<file path="src/rtl/vsel_pkg.sv">
package vsel_pkg;

  // Active direction k (0..5) at k*60 degrees, scaled by 8.
  function automatic logic signed [4:0] dir_x(input int k);
    case (k)
      0: dir_x = 5'sd8;
      1: dir_x = 5'sd4;
      2: dir_x = -5'sd4;
      3: dir_x = -5'sd8;
      4: dir_x = -5'sd4;
      default: dir_x = 5'sd4;
    endcase
  endfunction

  function automatic logic signed [4:0] dir_y(input int k);
    case (k)
      0: dir_y = 5'sd0;
      1: dir_y = 5'sd7;
      2: dir_y = 5'sd7;
      3: dir_y = 5'sd0;
      4: dir_y = -5'sd7;
      default: dir_y = -5'sd7;
    endcase
  endfunction

  // Gate code {a,b,c} of direction k.
  function automatic logic [2:0] gate_code(input int k);
    case (k)
      0: gate_code = 3'b100;
      1: gate_code = 3'b110;
      2: gate_code = 3'b010;
      3: gate_code = 3'b011;
      4: gate_code = 3'b001;
      default: gate_code = 3'b101;
    endcase
  endfunction

endpackage

</file>
<file path="src/rtl/vsel_observer.sv">
// Non-inductive voltage V1 and error drive E, plus L1 norm of E.
module vsel_observer #(
  parameter int W  = 5,
  parameter int KW = 6,
  parameter int VW = 14
) (
  input  logic signed [W-1:0]  u_x,
  input  logic signed [W-1:0]  u_y,
  input  logic signed [W-1:0]  i_x,
  input  logic signed [W-1:0]  i_y,
  input  logic signed [W-1:0]  ip_x,
  input  logic signed [W-1:0]  ip_y,
  input  logic signed [W-1:0]  ir_x,
  input  logic signed [W-1:0]  ir_y,
  input  logic [KW-1:0]        lts,
  output logic signed [VW-1:0] v1_x,
  output logic signed [VW-1:0] v1_y,
  output logic signed [VW-1:0] er_x,
  output logic signed [VW-1:0] er_y,
  output logic [VW:0]          er_l1
);
  localparam int DW = W + 1;

  logic signed [DW-1:0] dn_x, dn_y, dr_x, dr_y;
  logic signed [VW-1:0] kk;
  logic [VW-1:0]        mag_x, mag_y;

  assign kk = VW'($signed({1'b0, lts}));

  always_comb begin
    dn_x  = DW'(i_x) - DW'(ip_x);
    dn_y  = DW'(i_y) - DW'(ip_y);
    dr_x  = DW'(ir_x) - DW'(i_x);
    dr_y  = DW'(ir_y) - DW'(i_y);
    v1_x  = VW'(u_x) - kk * VW'(dn_x);
    v1_y  = VW'(u_y) - kk * VW'(dn_y);
    er_x  = kk * VW'(dr_x);
    er_y  = kk * VW'(dr_y);
    mag_x = er_x[VW-1] ? VW'(-er_x) : VW'(er_x);
    mag_y = er_y[VW-1] ? VW'(-er_y) : VW'(er_y);
    er_l1 = {1'b0, mag_x} + {1'b0, mag_y};
  end
endmodule

</file>
<file path="src/rtl/vsel_pick.sv">
// Direction argmax over the six active vectors and suitability test.
module vsel_pick #(
  parameter int VW   = 14,
  parameter int VMAG = 12
) (
  input  logic signed [VW-1:0] v1_x,
  input  logic signed [VW-1:0] v1_y,
  input  logic signed [VW-1:0] er_x,
  input  logic signed [VW-1:0] er_y,
  output logic [2:0]           act_code,
  output logic                 act_ok
);
  localparam int ACW  = 2 * VW + 8;
  localparam int NDIR = 6;

  logic signed [ACW-1:0] dotv [NDIR];
  logic signed [ACW-1:0] best, v1dot, lhs, rhs;

  for (genvar gk = 0; gk < NDIR; gk++) begin : g_dir
    localparam logic signed [4:0] DX = vsel_pkg::dir_x(gk);
    localparam logic signed [4:0] DY = vsel_pkg::dir_y(gk);
    assign dotv[gk] = ACW'(DX) * ACW'(er_x) + ACW'(DY) * ACW'(er_y);
  end

  always_comb begin
    best     = dotv[0];
    act_code = vsel_pkg::gate_code(0);
    for (int k = 1; k < NDIR; k++) begin
      if (dotv[k] > best) begin
        best     = dotv[k];
        act_code = vsel_pkg::gate_code(k);
      end
    end
    v1dot  = ACW'(v1_x) * ACW'(er_x) + ACW'(v1_y) * ACW'(er_y);
    lhs    = ACW'(VMAG) * best;
    rhs    = v1dot <<< 3;
    act_ok = lhs > rhs;
  end
endmodule

</file>
<file path="src/rtl/vsel_zero.sv">
// Zero-state choice with fewest leg changes from the previous output.
module vsel_zero (
  input  logic [2:0] prev_abc,
  output logic [2:0] zero_abc
);
  logic most_high;
  assign most_high = (prev_abc[0] & prev_abc[1]) | (prev_abc[1] & prev_abc[2]) |
                     (prev_abc[0] & prev_abc[2]);
  assign zero_abc  = most_high ? 3'b111 : 3'b000;
endmodule

</file>
<file path="src/rtl/vsel_top.sv">
module vsel_top #(
  parameter int W    = 5,
  parameter int KW   = 6,
  parameter int VMAG = 12
) (
  input  logic                 clk,
  input  logic                 rst_n,
  input  logic                 smp_stb,
  input  logic signed [W-1:0]  u_x,
  input  logic signed [W-1:0]  u_y,
  input  logic signed [W-1:0]  i_x,
  input  logic signed [W-1:0]  i_y,
  input  logic signed [W-1:0]  ip_x,
  input  logic signed [W-1:0]  ip_y,
  input  logic signed [W-1:0]  ir_x,
  input  logic signed [W-1:0]  ir_y,
  input  logic [KW-1:0]        lts,
  input  logic [W+KW+3:0]      err_thr,
  output logic [2:0]           gate_abc,
  output logic                 out_vld
);
  localparam int VW = W + KW + 3;
  localparam int NW = VW + 1;

  // Reset: asserted asynchronously, released after two clock edges.
  logic rst_m_n, rst_q_n;
  always_ff @(posedge clk or negedge rst_n) begin
    if (!rst_n) {rst_q_n, rst_m_n} <= 2'b00;
    else        {rst_q_n, rst_m_n} <= {rst_m_n, 1'b1};
  end

  // Stage 0: observer
  logic signed [VW-1:0] v1x_c, v1y_c, erx_c, ery_c;
  logic [NW-1:0]        l1_c;
  logic                 small_c;

  vsel_observer #(.W(W), .KW(KW), .VW(VW)) i_obs (
    .u_x(u_x), .u_y(u_y), .i_x(i_x), .i_y(i_y),
    .ip_x(ip_x), .ip_y(ip_y), .ir_x(ir_x), .ir_y(ir_y),
    .lts(lts), .v1_x(v1x_c), .v1_y(v1y_c), .er_x(erx_c), .er_y(ery_c),
    .er_l1(l1_c)
  );
  assign small_c = l1_c < err_thr;

  // Stage 1 registers
  logic                 s1_vld_q, s1_vld_d, s1_small_q;
  logic signed [VW-1:0] s1_v1x_q, s1_v1y_q, s1_erx_q, s1_ery_q;

  assign s1_vld_d = smp_stb;

  always_ff @(posedge clk or negedge rst_q_n) begin
    if (!rst_q_n) begin
      s1_vld_q   <= 1'b0;
      s1_small_q <= 1'b0;
      s1_v1x_q   <= '0;
      s1_v1y_q   <= '0;
      s1_erx_q   <= '0;
      s1_ery_q   <= '0;
    end else begin
      s1_vld_q <= s1_vld_d;
      if (smp_stb) begin
        s1_small_q <= small_c;
        s1_v1x_q   <= v1x_c;
        s1_v1y_q   <= v1y_c;
        s1_erx_q   <= erx_c;
        s1_ery_q   <= ery_c;
      end
    end
  end

  // Stage 1 decision
  logic [2:0] act_code, zero_code;
  logic       act_ok;

  vsel_pick #(.VW(VW), .VMAG(VMAG)) i_pick (
    .v1_x(s1_v1x_q), .v1_y(s1_v1y_q), .er_x(s1_erx_q), .er_y(s1_ery_q),
    .act_code(act_code), .act_ok(act_ok)
  );

  vsel_zero i_zero (.prev_abc(gate_abc), .zero_abc(zero_code));

  // Stage 2 registers
  logic [2:0] gate_d;
  logic       vld_d;

  always_comb begin
    vld_d  = s1_vld_q;
    gate_d = gate_abc;
    if (s1_vld_q) gate_d = (s1_small_q || !act_ok) ? zero_code : act_code;
  end

  always_ff @(posedge clk or negedge rst_q_n) begin
    if (!rst_q_n) begin
      gate_abc <= 3'b000;
      out_vld  <= 1'b0;
    end else begin
      out_vld <= vld_d;
      if (s1_vld_q) gate_abc <= gate_d;
    end
  end
endmodule

</file>
<file path="config.mk">
export PLATFORM = sky130hd
export DESIGN_NAME = vsel_top
export DESIGN_NICKNAME = d
export VERILOG_FILES = /design/src/rtl/vsel_pkg.sv /design/src/rtl/vsel_observer.sv /design/src/rtl/vsel_pick.sv /design/src/rtl/vsel_zero.sv /design/src/rtl/vsel_top.sv
export SDC_FILE = /design/constraint.sdc
export NUM_CORES = 2
export LEC_CHECK = 0
export CAP_MARGIN = 30
export CORE_UTILIZATION = 50
export DETAILED_ROUTE_END_ITERATION = 8
export GPL_TIMING_DRIVEN = 0
export PLACE_DENSITY = 0.66
export SLEW_MARGIN = 20
export SYNTH_ARGS = -nofsm -noshare
export SYNTH_HDL_FRONTEND = slang
export SYNTH_SLANG_ARGS = --single-unit
</file>
<file path="constraint.sdc">
create_clock -name clk -period 2 [get_ports clk]
set_input_delay 0.2 -clock clk [delete_from_list [all_inputs] [get_ports clk]]
set_output_delay 0.2 -clock clk [all_outputs]
set_load 0.01 [all_outputs]
</file>
# Word-level counts from Yosys, hierarchy flattened
# Cells that the tools add are included.
# Widths: inputs -> output; s select.
# word_totals
ff_bits	62
latchBits	0
ramBits	0
rom_bits	0
in_bits	64
out_inout_bits	4
word_cells	63
n_memories	0
# op_classes
addsub	16
multipliers	9
div_mod_pow	0
magnitude_cmp	7
n_eq_ne	0
n_shift	0
mux	14
bitwise	5
reduce_logical	2
# op_table
op	count
$gt 36x36->1	5
$mux 36	5
$add 36x17->36	2
$mul 14x13->27	2
$mul 7x6->13	4
$add 15x17->18	2
$mul 3x36->34 const A	1
$mul 4x13->17 const A	2
$neg 13->34	1
$add 33x33->33	1
$neg 13->33	1
$mux 14	2
$neg 13->14	2
$sub 5x13->14	2
$sub 5x5->6	4
$gt 18x16->1	1
$mux 3	6
$add 14x14->15	1
$lt 15x15->1	1
$and 1x1->1	3
$mux 2	1
$or 1x1->1	2
$logic_not 1->1	1
$logic_or 1x1->1	1

# Depth between registers and ports, before layout
# logic_depth
ltp_word	17
ltp_mapped	132
ltp_nobuf	128

# Modules after synthesis
# From an unflattened synthesis, not the netlist that was laid out.
# unflattened
hier_cells	4702
area_unflattened_um2	40222.3
# modules_own_cells
mod	instances	cells_per_inst	area_per_inst_um2
vsel_pick	1	3543	29465.8
vsel_observer	1	967	7891.3
vsel_top	1	188	2831.5
vsel_zero	1	4	33.8

# Worst setup path before layout
# Ideal clock, no wire load.
# synth_timing
kind	reg2reg
start	register s1_ery_q[0]
end	register gate_abc[1]
t_arrival_ns	23.046
required_ns	1.876
path_slack_ns	-21.171
stages_incl_launch_ff	114
path_buffers	6
synth_period_minus_slack_ns	23.171
cell_sequence	dfrtp_1 inv_1 ha_1 ha_1 nand2_1 fa_1 nor2b_1 o21ai_0 a21boi_0 o21ai_0 a21boi_0 o21ai_0 a21boi_0 o21ai_0 a21boi_0 o21ai_0 a21boi_0 o21ai_0 [... 78 more ...] o21a_1 o21ai_0 a211oi_1 nor3_1 nor3_1 a41o_1 o41a_1 a41o_1 o41ai_1 xnor2_1 ha_1 nand4_1 nor3_1 nor2_1 a2111oi_0 o31a_1 mux2i_1 o21ai_1
# synth_via
elab_chain_len	17
# synth_rtl
element	line_no	source
start: declaration	vsel_top.sv:47	logic signed [VW-1:0] s1_v1x_q, s1_v1y_q, s1_erx_q, s1_ery_q;
start signal: assignment	vsel_top.sv:66	s1_ery_q <= ery_c;
$mul 4x13->17	vsel_pick.sv:22	assign dotv[gk] = ACW'(DX) * ACW'(er_x) + ACW'(DY) * ACW'(er_y);
$add 15x17->18	vsel_pick.sv:22	
$gt 18x16->1	vsel_pick.sv:29	if (dotv[k] > best) begin
$mux 36	vsel_pick.sv:29	
$gt 36x36->1	vsel_pick.sv:29	
$mux 36	vsel_pick.sv:29	
$gt 36x36->1	vsel_pick.sv:29	
$mux 36	vsel_pick.sv:29	
$gt 36x36->1	vsel_pick.sv:29	
$mux 36	vsel_pick.sv:29	
$gt 36x36->1	vsel_pick.sv:29	
$mux 36	vsel_pick.sv:29	
$mul 3x36->34	vsel_pick.sv:35	lhs = ACW'(VMAG) * best;
$gt 36x36->1	vsel_pick.sv:37	act_ok = lhs > rhs;
$logic_not 1->1	vsel_top.sv:89	if (s1_vld_q) gate_d = (s1_small_q || !act_ok) ? zero_code : act_code;
$logic_or 1x1->1	vsel_top.sv:89	
$mux 3 (*)	vsel_top.sv:89	
end signal: assignment	vsel_top.sv:98	if (s1_vld_q) gate_abc <= gate_d;
end: declaration	vsel_top.sv:19	output logic [2:0] gate_abc,
# Every way passes the cells marked *; elsewhere a longest branch is shown, timed or not.
# A chain may end at the register's enable or synchronous reset.

# Final worst setup path
# layout_timing
start	register s1_ery_q[1]
end	register gate_abc[1]
# The elaborated chain is that of the path after synthesis.

==> results.py <==
metrics = {
    "sta": {
        "rsz0062_at_grt": "yes",
        "final-max-slew-violation-count": 0,
        "largest_clock_skew_in_the_final_design_ns": 0.0208,
        "worstMarginPinSlew_ns": 1.06,
        "final.min_clock_period_ns": 22.33,
        "clock.fmax_mhz": 44.8,
        "final.setup.worst_slack_ns": -20.33,
        "timing.slew.headroom": 0.291,
        "period_share": 11.2,
        "finalSetupViolations": 52,
        "final_hold_viol_count": 0,
    },
    "yosys": {
        "number_of_standard_cells_after_synthesis": 4562,
        "top_count_cell_post_synth": "sky130_fd_sc_hd__ha_1",
        "synth.top_cells.by_count": "sky130_fd_sc_hd__ha_1 (752), sky130_fd_sc_hd__inv_1 (690), sky130_fd_sc_hd__fa_1 (457)",
        "async_flop_share": 1.00,
        "ys_dominant_reg_cell": "sky130_fd_sc_hd__dfrtp_1",
        "combined_area_of_all_synthesized_cells_sq_um": 38100,
        "synth_area_leaders": "sky130_fd_sc_hd__ha_1 (25%), sky130_fd_sc_hd__fa_1 (24%), sky130_fd_sc_hd__inv_1 (6.8%)",
        "avgSynthCellArea_sq_um": 8.34,
        "synth_edf_count": 0,
        "synth-seq-cells": 62,
        "netlist-cell-type-count": 85,
        "synth.yosys.seq_area_share": 0.0408,
        "yosys.area.top_type": "sky130_fd_sc_hd__ha_1",
        "yosysWarnings": 0,
        "synth_top_cell_area_share": 0.247,
    },
    "grt": {
        "grt_util_all_layers": 0.286,
        "globalRouteOverflowTotal": 0,
        "initial_antenna_violation_count": 4,
        "largest_net_degree_at_the_start_of_global_routing": 51,
        "first_global_vias": 32376,
        "grt_first_pass_wirelength_mm": 175,
    },
    "finish": {
        "fillers": 6519,
        "drive_above_1_share": 0.165,
        "final_core_utilization": 0.606,
        "n_antenna_cell": 0,
        "total_nets_final": 6111,
        "area_growth_pct": 19.3,
    },
    "clocking": {
        "cts_buffers": 9,
        "cts_num_sinks": 62,
        "path_clk_slew_ns": 0.08,
        "clk_latency_ns": 0.37,
        "cts_hold_repair.buffers": 0,
        "cts_root_buf": "sky130_fd_sc_hd__clkbuf_16",
        "htree_num_levels": 3,
        "tritoncts": "done",
        "max-clock-path-buffers": 2,
    },
    "place": {
        "port_buffers": 67,
        "place.detailed.hpwl_mm": 91.8,
        "place.gp.congestion": 0.978,
    },
    "routing": {
        "wirelength_mm": 111,
        "antenna_left": 0,
        "dr.first_iter.drc_count": 1911,
        "drt_drc_violations_left": 0,
        "first_pass_iters": 7,
        "wl_per_cell_um": 19.1,
        "vias": 32552,
        "post_drt_via_cell_ratio": 5.60,
    },
    "floorplanning": {
        "die_width_um": 278,
        "num_io_pins": 68,
        "die_y_um": 278,
        "design.die.area_sq_um": 77200,
        "core.rowCount": 100,
        "floorplan.initialDensity": 0.508,
        "coreArea_sq_um": 74900,
    },
    "worst_setup_path": {
        "criticalPathCategory": "flip-flop to flip-flop",
        "timing.rr.start": "s1_ery_q[1]",
        "timing.reg2reg.worst_path_depth": 119,
        "timing.critical_path.slowest_cell_delay_ns": 0.54,
        "critPathSlowestCell": "sky130_fd_sc_hd__dfrtp_4",
        "path_max_fanout": 10,
        "worst-endpoint-arrival_ns": 22.59,
        "critical_path.endpoint_type": "flip-flop",
        "cp-start-kind": "flip-flop",
        "worst_ep_required_time_ns": 2.25,
        "register_to_register_path_setup_slack_ns": -20.33,
        "rr_endpoint": "gate_abc[1]",
    },
    "min_path": {
        "worst_hold_path_type": "input pin to asynchronous set/reset pin",
    },
    "run_status": {
        "status": "finished, violations left",
        "violations": "setup timing",
    },
    "job": {
        "drv.max_cap_violation_count": 0,
    },
}
==> kinds of logic (layout without fill, tap and decap cells) <==
family	Yosys count	in the layout	share of synthesized area
other	2	3	0.000197
flip-flops	62	62	0.0408
AND/OR/NAND/NOR	1247	1247	0.160
buffers and inverters	807	1084	0.0806
multiplexers	59	59	0.0169
AO/OA/AOI/OAI	878	881	0.145
XOR/XNOR	298	298	0.0695
adder cells (fa/ha/maj)	1209	1209	0.487
==> worst max-delay path by stage <==
stage,from,end,slack (ns),cells past startpoint
6_report,s1_ery_q[1],gate_abc[1],-20.33,119
5_1_grt,s1_ery_q[1],gate_abc[1],-21.15,123
4_1_cts,s1_ery_q[1],gate_abc[1],-20.16,119
3_5_place_dp,s1_ery_q[1],gate_abc[1],-22.52,116
3_3_place_gp,s1_ery_q[1],gate_abc[1],-22.39,116
2_1_floorplan,s1_ery_q[2],gate_abc[1],-18.01,114
==> repair_timing <==
item | in CTS | in global routing
cloned | 3 | 1
hold endpoints to repair | 0 | 0
pin swaps | 203 | 210
endpoints found under the setup margin | 56 | 54
gates resized for setup | 320 | 227
buffers inserted | 116 | 82
==> flip-flops by register name, summed over array words and instances, names as in the netlist <==
register	cells
gate_abc	3
out_vld	1
rst_m_n	1
rst_q_n	1
s1_erx_q	13
s1_ery_q	13
s1_small_q	1
s1_v1x_q	14
s1_v1y_q	14
s1_vld_q	1
==> metrics by stage <==
step	cells	hold slack [ns]	TNS [ns]	cell area, sq um	worst slack (ns)
2_1_floorplan	4563	-0.0956	-153.34	39500	-18.01
3_3_place_gp	5599	0.334	-269.07	41300	-22.39
3_5_place_dp	5604	0.189	-224.24	41400	-22.52
4_1_cts	5739	0.0109	-161.10	43800	-20.16
5_1_grt	5812	0.0223	-175.07	45400	-21.15
6_report	5812	0.0191	-166.11	45400	-20.33
==> worst max-delay path: cells and delay by family, from the launching register on <==
kind	cells	cell delay [ns]
multiplexers	5	1.23
flip-flops	1	0.54
buffers and inverters	12	1.76
adder cells (fa/ha/maj)	12	3.09
AO/OA/AOI/OAI	55	9.67
AND/OR/NAND/NOR	30	4.92
XOR/XNOR	5	0.95
==> area by class of cell <==
class	instances	area, sq um	area share
Tap cell	969	1210	0.0267
Inverter	693	2710	0.0597
Buffer	113	642	0.0141
Multi-Input combinational cell	3697	36700	0.807
Clock inverter	7	80.1	0.00176
Clock buffer	9	225	0.00496
Sequential cell	62	1570	0.0345
Timing Repair Buffer	262	2310	0.0509
==> layer usage <==
| layer | GRT usage | share of wire | up-vias |
|---|---|---|---|
| li1 | - | - | 15752 |
| met1 | 0.390 | 0.45 | 15836 |
| met2 | 0.485 | 0.48 | 781 |
| met3 | 0.0229 | 0.046 | 175 |
| met4 | 0.0793 | 0.030 | 8 |
| met5 | 0 | 0.00041 | - |
==> cells in the final DEF, fill, tap and decap left out, types with 42 or more instances in the layout <==
| cell | count |
|---|---|
| sky130_fd_sc_hd__a21oi_1 | 225 |
| sky130_fd_sc_hd__ha_1 | 652 |
| sky130_fd_sc_hd__clkbuf_1 | 72 |
| sky130_fd_sc_hd__fa_1 | 441 |
| sky130_fd_sc_hd__dfrtp_1 | 55 |
| sky130_fd_sc_hd__a21oi_2 | 73 |
| sky130_fd_sc_hd__o21bai_1 | 58 |
| sky130_fd_sc_hd__a21o_1 | 112 |
| sky130_fd_sc_hd__nand2b_1 | 78 |
| sky130_fd_sc_hd__nand2_1 | 409 |
| sky130_fd_sc_hd__and2_1 | 190 |
| sky130_fd_sc_hd__o21ai_0 | 133 |
| sky130_fd_sc_hd__xor2_1 | 59 |
| sky130_fd_sc_hd__nor2b_1 | 63 |
| sky130_fd_sc_hd__xnor2_1 | 177 |
| sky130_fd_sc_hd__ha_4 | 96 |
| sky130_fd_sc_hd__nor2_1 | 211 |
| sky130_fd_sc_hd__inv_2 | 42 |
| sky130_fd_sc_hd__nor3_1 | 52 |
| sky130_fd_sc_hd__inv_1 | 634 |
| sky130_fd_sc_hd__o21a_1 | 45 |
| sky130_fd_sc_hd__buf_4 | 161 |
Power is left out: the tool's default activity adds up to more than one toggle a clock period on the data nets, which glitch-free logic cannot reach.
